## src/rtl/swj_mode_watch.sv

```systemverilog
module swj_mode_watch #(
  parameter int                RUN_LEN  = 50,
  parameter int                CMD_W    = 16,
  parameter logic [CMD_W-1:0]  SWD_CODE = 16'hE79E,
  parameter logic [CMD_W-1:0]  JTG_CODE = 16'hE73C
) (
  input  logic       tck,
  input  logic       rst_n,
  input  logic       tms,
  output logic       swd_mode,
  output logic       mode_changed,
  output logic       line_reset,
  output logic [3:0] tap_state
);
  localparam int CW = $clog2(RUN_LEN + 1);
  localparam int BW = $clog2(CMD_W);

  typedef enum logic [1:0] {DET_IDLE, DET_ARMED, DET_SHIFT} det_e;
  typedef enum logic [3:0] {
    TLR, RTI, SEL_DR, CAP_DR, SH_DR, EX1_DR, PA_DR, EX2_DR, UP_DR,
    SEL_IR, CAP_IR, SH_IR, EX1_IR, PA_IR, EX2_IR, UP_IR
  } tap_e;

  logic [CW-1:0]    run_q, run_d;
  det_e             det_q, det_d;
  logic [CMD_W-2:0] shreg_q;
  logic [BW-1:0]    nbit_q, nbit_d;
  logic [CMD_W-1:0] word;
  logic             done, hit_swd, hit_jtg;
  logic             swd_q, swd_d, chg_q;
  tap_e             tap_q, tap_d, tap_walk;

  assign run_d   = !tms ? '0 : (run_q == CW'(RUN_LEN)) ? run_q : run_q + CW'(1);
  assign word    = {tms, shreg_q};
  assign done    = (det_q == DET_SHIFT) && (nbit_q == BW'(CMD_W - 1));
  assign hit_swd = done && (word == SWD_CODE);
  assign hit_jtg = done && (word == JTG_CODE);
  assign swd_d   = hit_swd ? 1'b1 : hit_jtg ? 1'b0 : swd_q;

  always_comb begin
    det_d  = det_q;
    nbit_d = nbit_q;
    case (det_q)
      DET_IDLE:  if (run_d == CW'(RUN_LEN)) det_d = DET_ARMED;
      DET_ARMED: if (!tms) begin
                   det_d  = DET_SHIFT;
                   nbit_d = BW'(1);
                 end
      default:   if (done) det_d = DET_IDLE;
                 else      nbit_d = nbit_q + BW'(1);
    endcase
  end

  always_comb begin
    case (tap_q)
      TLR:     tap_walk = tms ? TLR    : RTI;
      RTI:     tap_walk = tms ? SEL_DR : RTI;
      SEL_DR:  tap_walk = tms ? SEL_IR : CAP_DR;
      CAP_DR:  tap_walk = tms ? EX1_DR : SH_DR;
      SH_DR:   tap_walk = tms ? EX1_DR : SH_DR;
      EX1_DR:  tap_walk = tms ? UP_DR  : PA_DR;
      PA_DR:   tap_walk = tms ? EX2_DR : PA_DR;
      EX2_DR:  tap_walk = tms ? UP_DR  : SH_DR;
      UP_DR:   tap_walk = tms ? SEL_DR : RTI;
      SEL_IR:  tap_walk = tms ? TLR    : CAP_IR;
      CAP_IR:  tap_walk = tms ? EX1_IR : SH_IR;
      SH_IR:   tap_walk = tms ? EX1_IR : SH_IR;
      EX1_IR:  tap_walk = tms ? UP_IR  : PA_IR;
      PA_IR:   tap_walk = tms ? EX2_IR : PA_IR;
      EX2_IR:  tap_walk = tms ? UP_IR  : SH_IR;
      default: tap_walk = tms ? SEL_DR : RTI;
    endcase
    tap_d = swd_q ? TLR : tap_walk;
  end

  always_ff @(posedge tck or negedge rst_n) begin
    if (!rst_n) begin
      run_q   <= '0;
      det_q   <= DET_IDLE;
      nbit_q  <= '0;
      shreg_q <= '0;
      swd_q   <= 1'b0;
      chg_q   <= 1'b0;
      tap_q   <= TLR;
    end else begin
      run_q   <= run_d;
      det_q   <= det_d;
      nbit_q  <= nbit_d;
      shreg_q <= word[CMD_W-1:1];
      swd_q   <= swd_d;
      chg_q   <= swd_d != swd_q;
      tap_q   <= tap_d;
    end
  end

  assign swd_mode     = swd_q;
  assign mode_changed = chg_q;
  assign line_reset   = swd_q && (run_q == CW'(RUN_LEN));
  assign tap_state    = tap_q;
endmodule

```

## config.mk

```make
export PLATFORM = sky130hd
export DESIGN_NAME = swj_mode_watch
export DESIGN_NICKNAME = d
export VERILOG_FILES = /design/src/rtl/swj_mode_watch.sv
export SDC_FILE = /design/constraint.sdc
export NUM_CORES = 1
export LEC_CHECK = 0
export BUFFER_PORTS_ARGS = -buffer_cell sky130_fd_sc_hd__buf_2
export CORE_AREA = 5 5 72 74
export DETAILED_ROUTE_END_ITERATION = 8
export DIE_AREA = 0 0 77 79
export GPL_ROUTABILITY_DRIVEN = 1
export PLACE_DENSITY_LB_ADDON = 0.08
export SETUP_SLACK_MARGIN = 0.5
export SLEW_MARGIN = 20
export SYNTH_ARGS = -nofsm -noshare
export SYNTH_HDL_FRONTEND = slang
export SYNTH_SLANG_ARGS = --single-unit
```

## constraint.sdc

```tcl
create_clock -name tck -period 1.75 [get_ports tck]
set_input_delay 0.175 -clock tck [delete_from_list [all_inputs] [get_ports tck]]
set_output_delay 0.175 -clock tck [all_outputs]
set_load 0.05 [all_outputs]
```

==> results of run 1 <==
## layer usage
metal	up-vias	wire, µm	track usage (%)
li1	555	-	-
met1	548	1530	14.6
met2	21	1520	17.8
met3	4	114	2.83
met4	0	54	5.67
met5	-	0	0
## cell families after synthesis
family | count (synthesis)
AND/OR/NAND/NOR | 55
buffers and inverters | 15
adder cells (fa/ha/maj) | 3
XOR/XNOR | 5
flip-flops | 33
AO/OA/AOI/OAI | 29
## report_power, final
group | total [W] | leakage [nW] | internal, W | switching, W
Clock | 0.000876 | 0.0687 | 0.000573 | 0.000303
Sequential | 0.000981 | 0.403 | 0.000844 | 0.000137
Combinational | 0.000679 | 0.427 | 0.000306 | 0.000373
Total | 0.00254 | 0.899 | 0.00172 | 0.000813
## sequential cells by signal, summed over array words and instances, names as in the netlist
signal,count
run_q,6
det_q,2
mode_changed,1
tap_state,4
nbit_q,4
shreg_q,15
swd_mode,1
## cell type report
| cell class | count | area, µm² |
|---|---|---|
| Fill cell | 430 | 2530 |
| Timing Repair Buffer | 32 | 251 |
| Clock buffer | 5 | 68.8 |
| Inverter | 9 | 33.8 |
| Clock inverter | 3 | 68.8 |
| Sequential cell | 33 | 833 |
| Multi-Input combinational cell | 92 | 681 |
| Tap cell | 54 | 67.6 |
## cells in the mapped netlist, drive strengths merged (2+ instances only)
master / instances
nor3b: 2
and2: 2
xor2: 4
nand4: 3
nand2: 11
nand4b: 2
inv: 8
buf: 2
nand2b: 2
nor2b: 3
a21oi: 11
nand3: 7
a31oi: 2
or2: 2
clkbuf: 4
nor2: 11
and3: 2
ha: 3
nor3: 5
o21ai: 5
dfrtp: 33
## stage by stage
step | cell area, µm² | worst slack (ns) | power, W
after floorplan | 1520 | 0.347 | 0.00148
final | 2000 | 0.188 | 0.00254
after detailed placement | 1600 | 0.189 | 0.00155
after CTS | 1890 | 0.195 | 0.00246
after global placement | 1600 | 0.169 | 0.00153
after global routing | 2000 | 0.113 | 0.00267
## repair_timing
item / 4_1_cts / 5_1_grt
resized for setup: 12 / 16
cloned: 0 / 0
setup buffers: 11 / 9
pin swaps: 5 / 7
endpoints found under the setup margin: 8 / 16
hold endpoints to repair: 33 / 0
hold buffers: 1 / 0
## path summary, 6_finish.rpt
path,from,to,slack [ns],cells past startpoint
setup / recovery,run_q[0],line_reset,0.19,5
hold / removal,tms,shreg_q[14],0.26,2
setup reg to reg,run_q[0],det_q[0],0.20,7
hold reg to reg,shreg_q[6],shreg_q[5],0.37,0
max in group asynchronous,rst_n,swd_mode,0.74,2
min in group asynchronous,rst_n,tap_state[2],0.49,2
## cells in the final DEF (no fill, tap or decap), types with 2 or more instances in the layout
master,count
nor3_2,3
nor2_1,8
a21oi_2,2
and2_1,2
inv_1,7
clkbuf_4,3
buf_2,4
a21oi_1,9
o21ai_1,3
nand3_1,6
dfrtp_2,6
buf_4,20
buf_6,3
nor2b_4,2
a31oi_1,2
and3_1,2
nor3b_1,2
ha_4,2
nand4b_1,2
nand4_1,2
clkbuf_8,5
bufinv_16,2
nor3_1,2
nor2_2,2
o21ai_0,2
xor2_1,4
nand2_1,10
dfrtp_1,27
## critical path: cells and delay by family (launching register included)
kind | cells | cell delay, ns
flip-flops | 1 | 0.43
AND/OR/NAND/NOR | 2 | 0.30
buffers and inverters | 2 | 0.25
adder cells (fa/ha/maj) | 1 | 0.13
==> results.toml, run 1 <==
[clock_network]
cts_root_buffer = "clkbuf_8"
clk_pin_slew_worst_paths_ns = 0.07
htree_num_levels = 2
cts.sinks = 33
numCtsBuffers = 5
tritoncts = "yes"
cts_buffer_depth = 2
clock_latency_ns = 0.28

[timing]
relSlewSlack_pct = 50.4
final.period_utilization_pct = 89.3
slew_violations = 0
fin_skew_ns = 0.00578
finalHoldViolCount = 0
fin_crit_ns = 1.56
rsz0062_at_grt = "true"
tightest_slew_ns = 0.743
whs_ns = 0.261
fin_tns_setup_ns = 0
setup-violations-final = 0
max_freq_ghz = 0.640

[power]
irDropWorstVdd_mv = 0.676
p_leak_nw = 0.899
p_per_area_nw_per_um2 = 1270

[worst_setup_path]
slowest_stage = "dfrtp_1"
worstSetupEndpointType = "primary output"
worstPathRequired_ns = 1.57
critPathMaxStageDelay_ns = 0.43
crit_path_cell_trace = "inv_2 -> ha_4 -> nand4_1 -> nor2_4 -> buf_8"
crit_fanout = 4
arrival_ns = 1.39
cp-start-kind = "flop"
crit_type = "reg -> out"

[synthesis]
yosysTopAreaCell = "dfrtp_1"
yosys.area.top_type_share_pct = 56.9
synth_nets = 146
ys_types = 39
ys.flop_type = "dfrtp_1"
synth_edf_count = 0
synth_fa_ha_area_share_pct = 2.59
synth_top_family_by_area = "simple AND/OR/NAND/NOR gates"
yosys_warnings = 0
synth_xor_area_share_pct = 3.02
synth-compound-area-share_pct = 12.8
netlist_top_cells_area = "dfrtp_1 57%, a21oi_1 3.8%, nand2_1 2.8%, nor2_1 2.8%, ha_1 2.6%"
synthMuxAreaShare_pct = 0
syn_area_per_cell_um2 = 10.4
synth_async_sr_flop_share_pct = 100
ys_ff_latch = 33
yosysSeqAreaShare_pct = 56.9
synth-simple-area-share_pct = 20.6
netlist_instances = 140
netlist_area_um2 = 1450

[cells_and_area]
fin_util_pct = 44.2
layout-drive-gt1-share_pct = 38.5
stdcell_count = 228
antennaDiodeCount = 0
syn_to_final_growth_pct = 38.1
num-nets-final = 179

[drt]
vias_per_cell = 4.95
finalWirelength_um = 3230
drtPass1Iterations = 4
antenna_left = 0
vias = 1128
drc_errors = 0
avgRoutedWirePerCell_um = 14.1
drt_iter0_markers = 67

[outcome]
outcome = "completed"

[floorplanning]
die_h_um = 79
core_area_um2 = 4540
dieArea_um2 = 6080
rows = 25
initial_utilization_pct = 32.0
ios = 10
die_x_um = 77

[hold_path]
min_path_type = "in -> reg"

[placement]
portBuffers = 9
globalplace.congestion = 0.732
dp.cells = 199
hpwl_um = 1920

[global_route]
track_usage_pct = 11.4
grt_max_degree = 34
grt_pass1_vias = 1086
overflow = 0
antenna_found_initial = 0
grt_first_pass_wirelength_um = 5410

[job]
cap_violations = 0
Note: power is estimated with default switching activity, not from simulation.
==> run 2, diff against run 1 <==
--- a/config.mk
+++ b/config.mk
@@ -5,10 +5,11 @@
 export SDC_FILE = /design/constraint.sdc
 export NUM_CORES = 1
 export LEC_CHECK = 0
+export ABC_AREA = 1
 export BUFFER_PORTS_ARGS = -buffer_cell sky130_fd_sc_hd__buf_2
-export CORE_AREA = 5 5 72 74
+export CORE_AREA = 5 5 73 75
 export DETAILED_ROUTE_END_ITERATION = 8
-export DIE_AREA = 0 0 77 79
+export DIE_AREA = 0 0 78 80
 export GPL_ROUTABILITY_DRIVEN = 1
 export PLACE_DENSITY_LB_ADDON = 0.08
 export SETUP_SLACK_MARGIN = 0.5
==> results.toml, run 2 <==
[outcome]
outcome = "completed"

[synthesis]
netlist_top_cells_area = "dfrtp_1 54%, nand2_1 8.6%, nand3_1 6.6%, nor2_1 6.4%, inv_1 6.2%"
netlist_instances = 184
synth_async_sr_flop_share_pct = 100
yosysSeqAreaShare_pct = 54.3
ys_ff_latch = 33
ys.flop_type = "dfrtp_1"
yosys_warnings = 0
yosys.area.top_type_share_pct = 54.3
syn_area_per_cell_um2 = 8.27
synth.most_common_cell = "nand2_1"
synth_nets = 190
ys_types = 20
netlist_area_um2 = 1520
synth_edf_count = 0
netlist_top_cells_count = "35 x nand2_1, 33 x dfrtp_1, 26 x nor2_1"
yosysTopAreaCell = "dfrtp_1"

[worst_setup_path]
worstPathRequired_ns = 1.57
cp-start-kind = "flop"
worstSetupEndpointType = "primary output"
crit_fanout = 2
arrival_ns = 1.36
crit_type = "reg -> out"

[timing]
slew_violations = 0
setup-violations-final = 0
layout_setup_ws_ns = 0.211
fin_tns_setup_ns = 0
tightest_slew_ns = 0.734
fin_crit_ns = 1.54
fin_skew_ns = 0.00447
rsz0062_at_grt = "true"
final.period_utilization_pct = 87.9
finalHoldViolCount = 0
max_freq_ghz = 0.650
relSlewSlack_pct = 51.0

[clock_network]
htree_num_levels = 2
tritoncts = "yes"
cts.sinks = 33
cts_root_buffer = "clkbuf_8"
numCtsBuffers = 5
cts_buffer_depth = 2
clock_latency_ns = 0.29
clk_pin_slew_worst_paths_ns = 0.07

[global_route]
antenna_found_initial = 0
overflow = 0
track_usage_pct = 11.7
grt_max_degree = 34
grt_first_pass_wirelength_um = 5720
grt_pass1_vias = 1325

[floorplanning]
die_x_um = 78
rows = 25
core_area_um2 = 4600
die_h_um = 80
dieArea_um2 = 6240
initial_utilization_pct = 33.1
ios = 10

[drt]
top_layer = "met4"
avgRoutedWirePerCell_um = 12.8
drt_iter0_markers = 53
drc_errors = 0
finalWirelength_um = 3440
drtPass1Iterations = 4
vias = 1318
vias_per_cell = 4.92
wl_met3_um = 149
route.met2.wl_um = 1730
antenna_left = 0
wl_met1_um = 1450

[cells_and_area]
final_common_cell = "dfrtp_1"
final_cell_mix = "27 x dfrtp_1, 26 x nand2_1, 21 x inv_1, 20 x nor2_1, 15 x nand3_1"
antennaDiodeCount = 0
n_fill_cell = 475
biggestRegsByFlops = "shreg_q (15), run_q (6)"
largest_reg_flops = 15
num-nets-final = 219
layout-drive-gt1-share_pct = 34.6
syn_to_final_growth_pct = 32.1
top_register = "shreg_q"

[placement]
portBuffers = 9
hpwl_um = 2280
pre_cts_slack_ns = 0.313
globalplace.congestion = 0.863

[power]
irDropWorstVdd_mv = 0.506
p_per_area_nw_per_um2 = 1310
power_w = 0.00263
p_leak_nw = 0.970

[job]
cap_violations = 0

[hold_path]
min_path_type = "in -> reg"
-- run 2: cell types whose count changed in the layout (fill, tap and decap cells not counted), sizes merged, moves of 3 or more --
| cell | delta |
|---|---|
| inv | +20 |
| nor2b | -3 |
| nand3 | +13 |
| nand2 | +26 |
| buf | -6 |
| a21oi | -6 |
| o21ai | +9 |
| nor2 | +16 |
-- run 2: logic make-up (layout without fill, tap and decap cells) --
group           Yosys count  count (layout)  synth area share (%)
compound gates           23              23                  8.31
xor+xnor                  2               2                  1.15
fa+ha+maj                 3               3                  2.47
buf+inv                  30              60                  7.48
flops                    33              33                  54.3
simple gates             93              93                  26.3
-- run 2: metal layers --
| layer | vias up | track usage, % |
|---|---|---|
| met5 | - | 0 |
| met4 | 0 | 6.08 |
| met3 | 11 | 4.06 |
| met2 | 24 | 19.9 |
| met1 | 636 | 12.9 |
| li1 | 647 | - |
-- run 2: through the flow --
| step | cell area (µm²) | hold slack (ns) | utilization, % | instances |
|---|---|---|---|---|
| 2_1_floorplan | 1550 | -0.121 | - | 184 |
| 3_3_place_gp | 1650 | 0.281 | 35.9 | 246 |
| 3_5_place_dp | 1650 | 0.284 | 35.9 | 246 |
| 4_1_cts | 1900 | 0.168 | 41.3 | 262 |
| 5_1_grt | 2010 | 0.188 | 43.7 | 268 |
| 6_report | 2010 | 0.186 | 43.7 | 268 |
-- run 2: worst paths after layout --
| path | from | endpoint | slack [ns] | cells past startpoint |
|---|---|---|---|---|
| max | run_q[0] | line_reset | 0.21 | 7 |
| min reg2reg | shreg_q[14] | shreg_q[13] | 0.37 | 0 |
| min | tms | shreg_q[14] | 0.19 | 1 |
| min in group asynchronous | rst_n | shreg_q[6] | 0.49 | 2 |
| max in group asynchronous | rst_n | tap_state[0] | 0.74 | 2 |
| max reg2reg | run_q[0] | det_q[0] | 0.31 | 10 |
-- run 2: critical path, stage by stage, from the launching register on --
cell,delay (ns)
dfrtp_1,0.39
inv_2,0.08
ha_4,0.13
nand2_2,0.04
inv_2,0.08
nand3_4,0.08
nor2_4,0.13
buf_8,0.15
-- run 2: where the power goes --
part	leakage, nW	internal, W	switching [W]
logic	0.519	0.000322	0.000594
clock network	0.0574	0.000463	0.000284
registers	0.394	0.000845	0.000128
total	0.970	0.00163	0.00101
-- run 2: what timing repair did --
item / in CTS / in global routing
hold endpoints to repair: 33 / 0
cloned: 0 / 0
resized for setup: 23 / 22
hold buffers: 1 / 0
endpoints found under the setup margin: 12 / 15
pin swaps: 7 / 12
setup buffers: 7 / 6
-- run 2: cell type report --
class	count	area (µm²)	area share, %
Clock inverter	2	37.5	1.87
Sequential cell	33	833	41.5
Multi-Input combinational cell	121	708	35.2
Timing Repair Buffer	23	169	8.41
Clock buffer	6	82.6	4.11
Tap cell	54	67.6	3.36
Inverter	29	111	5.54
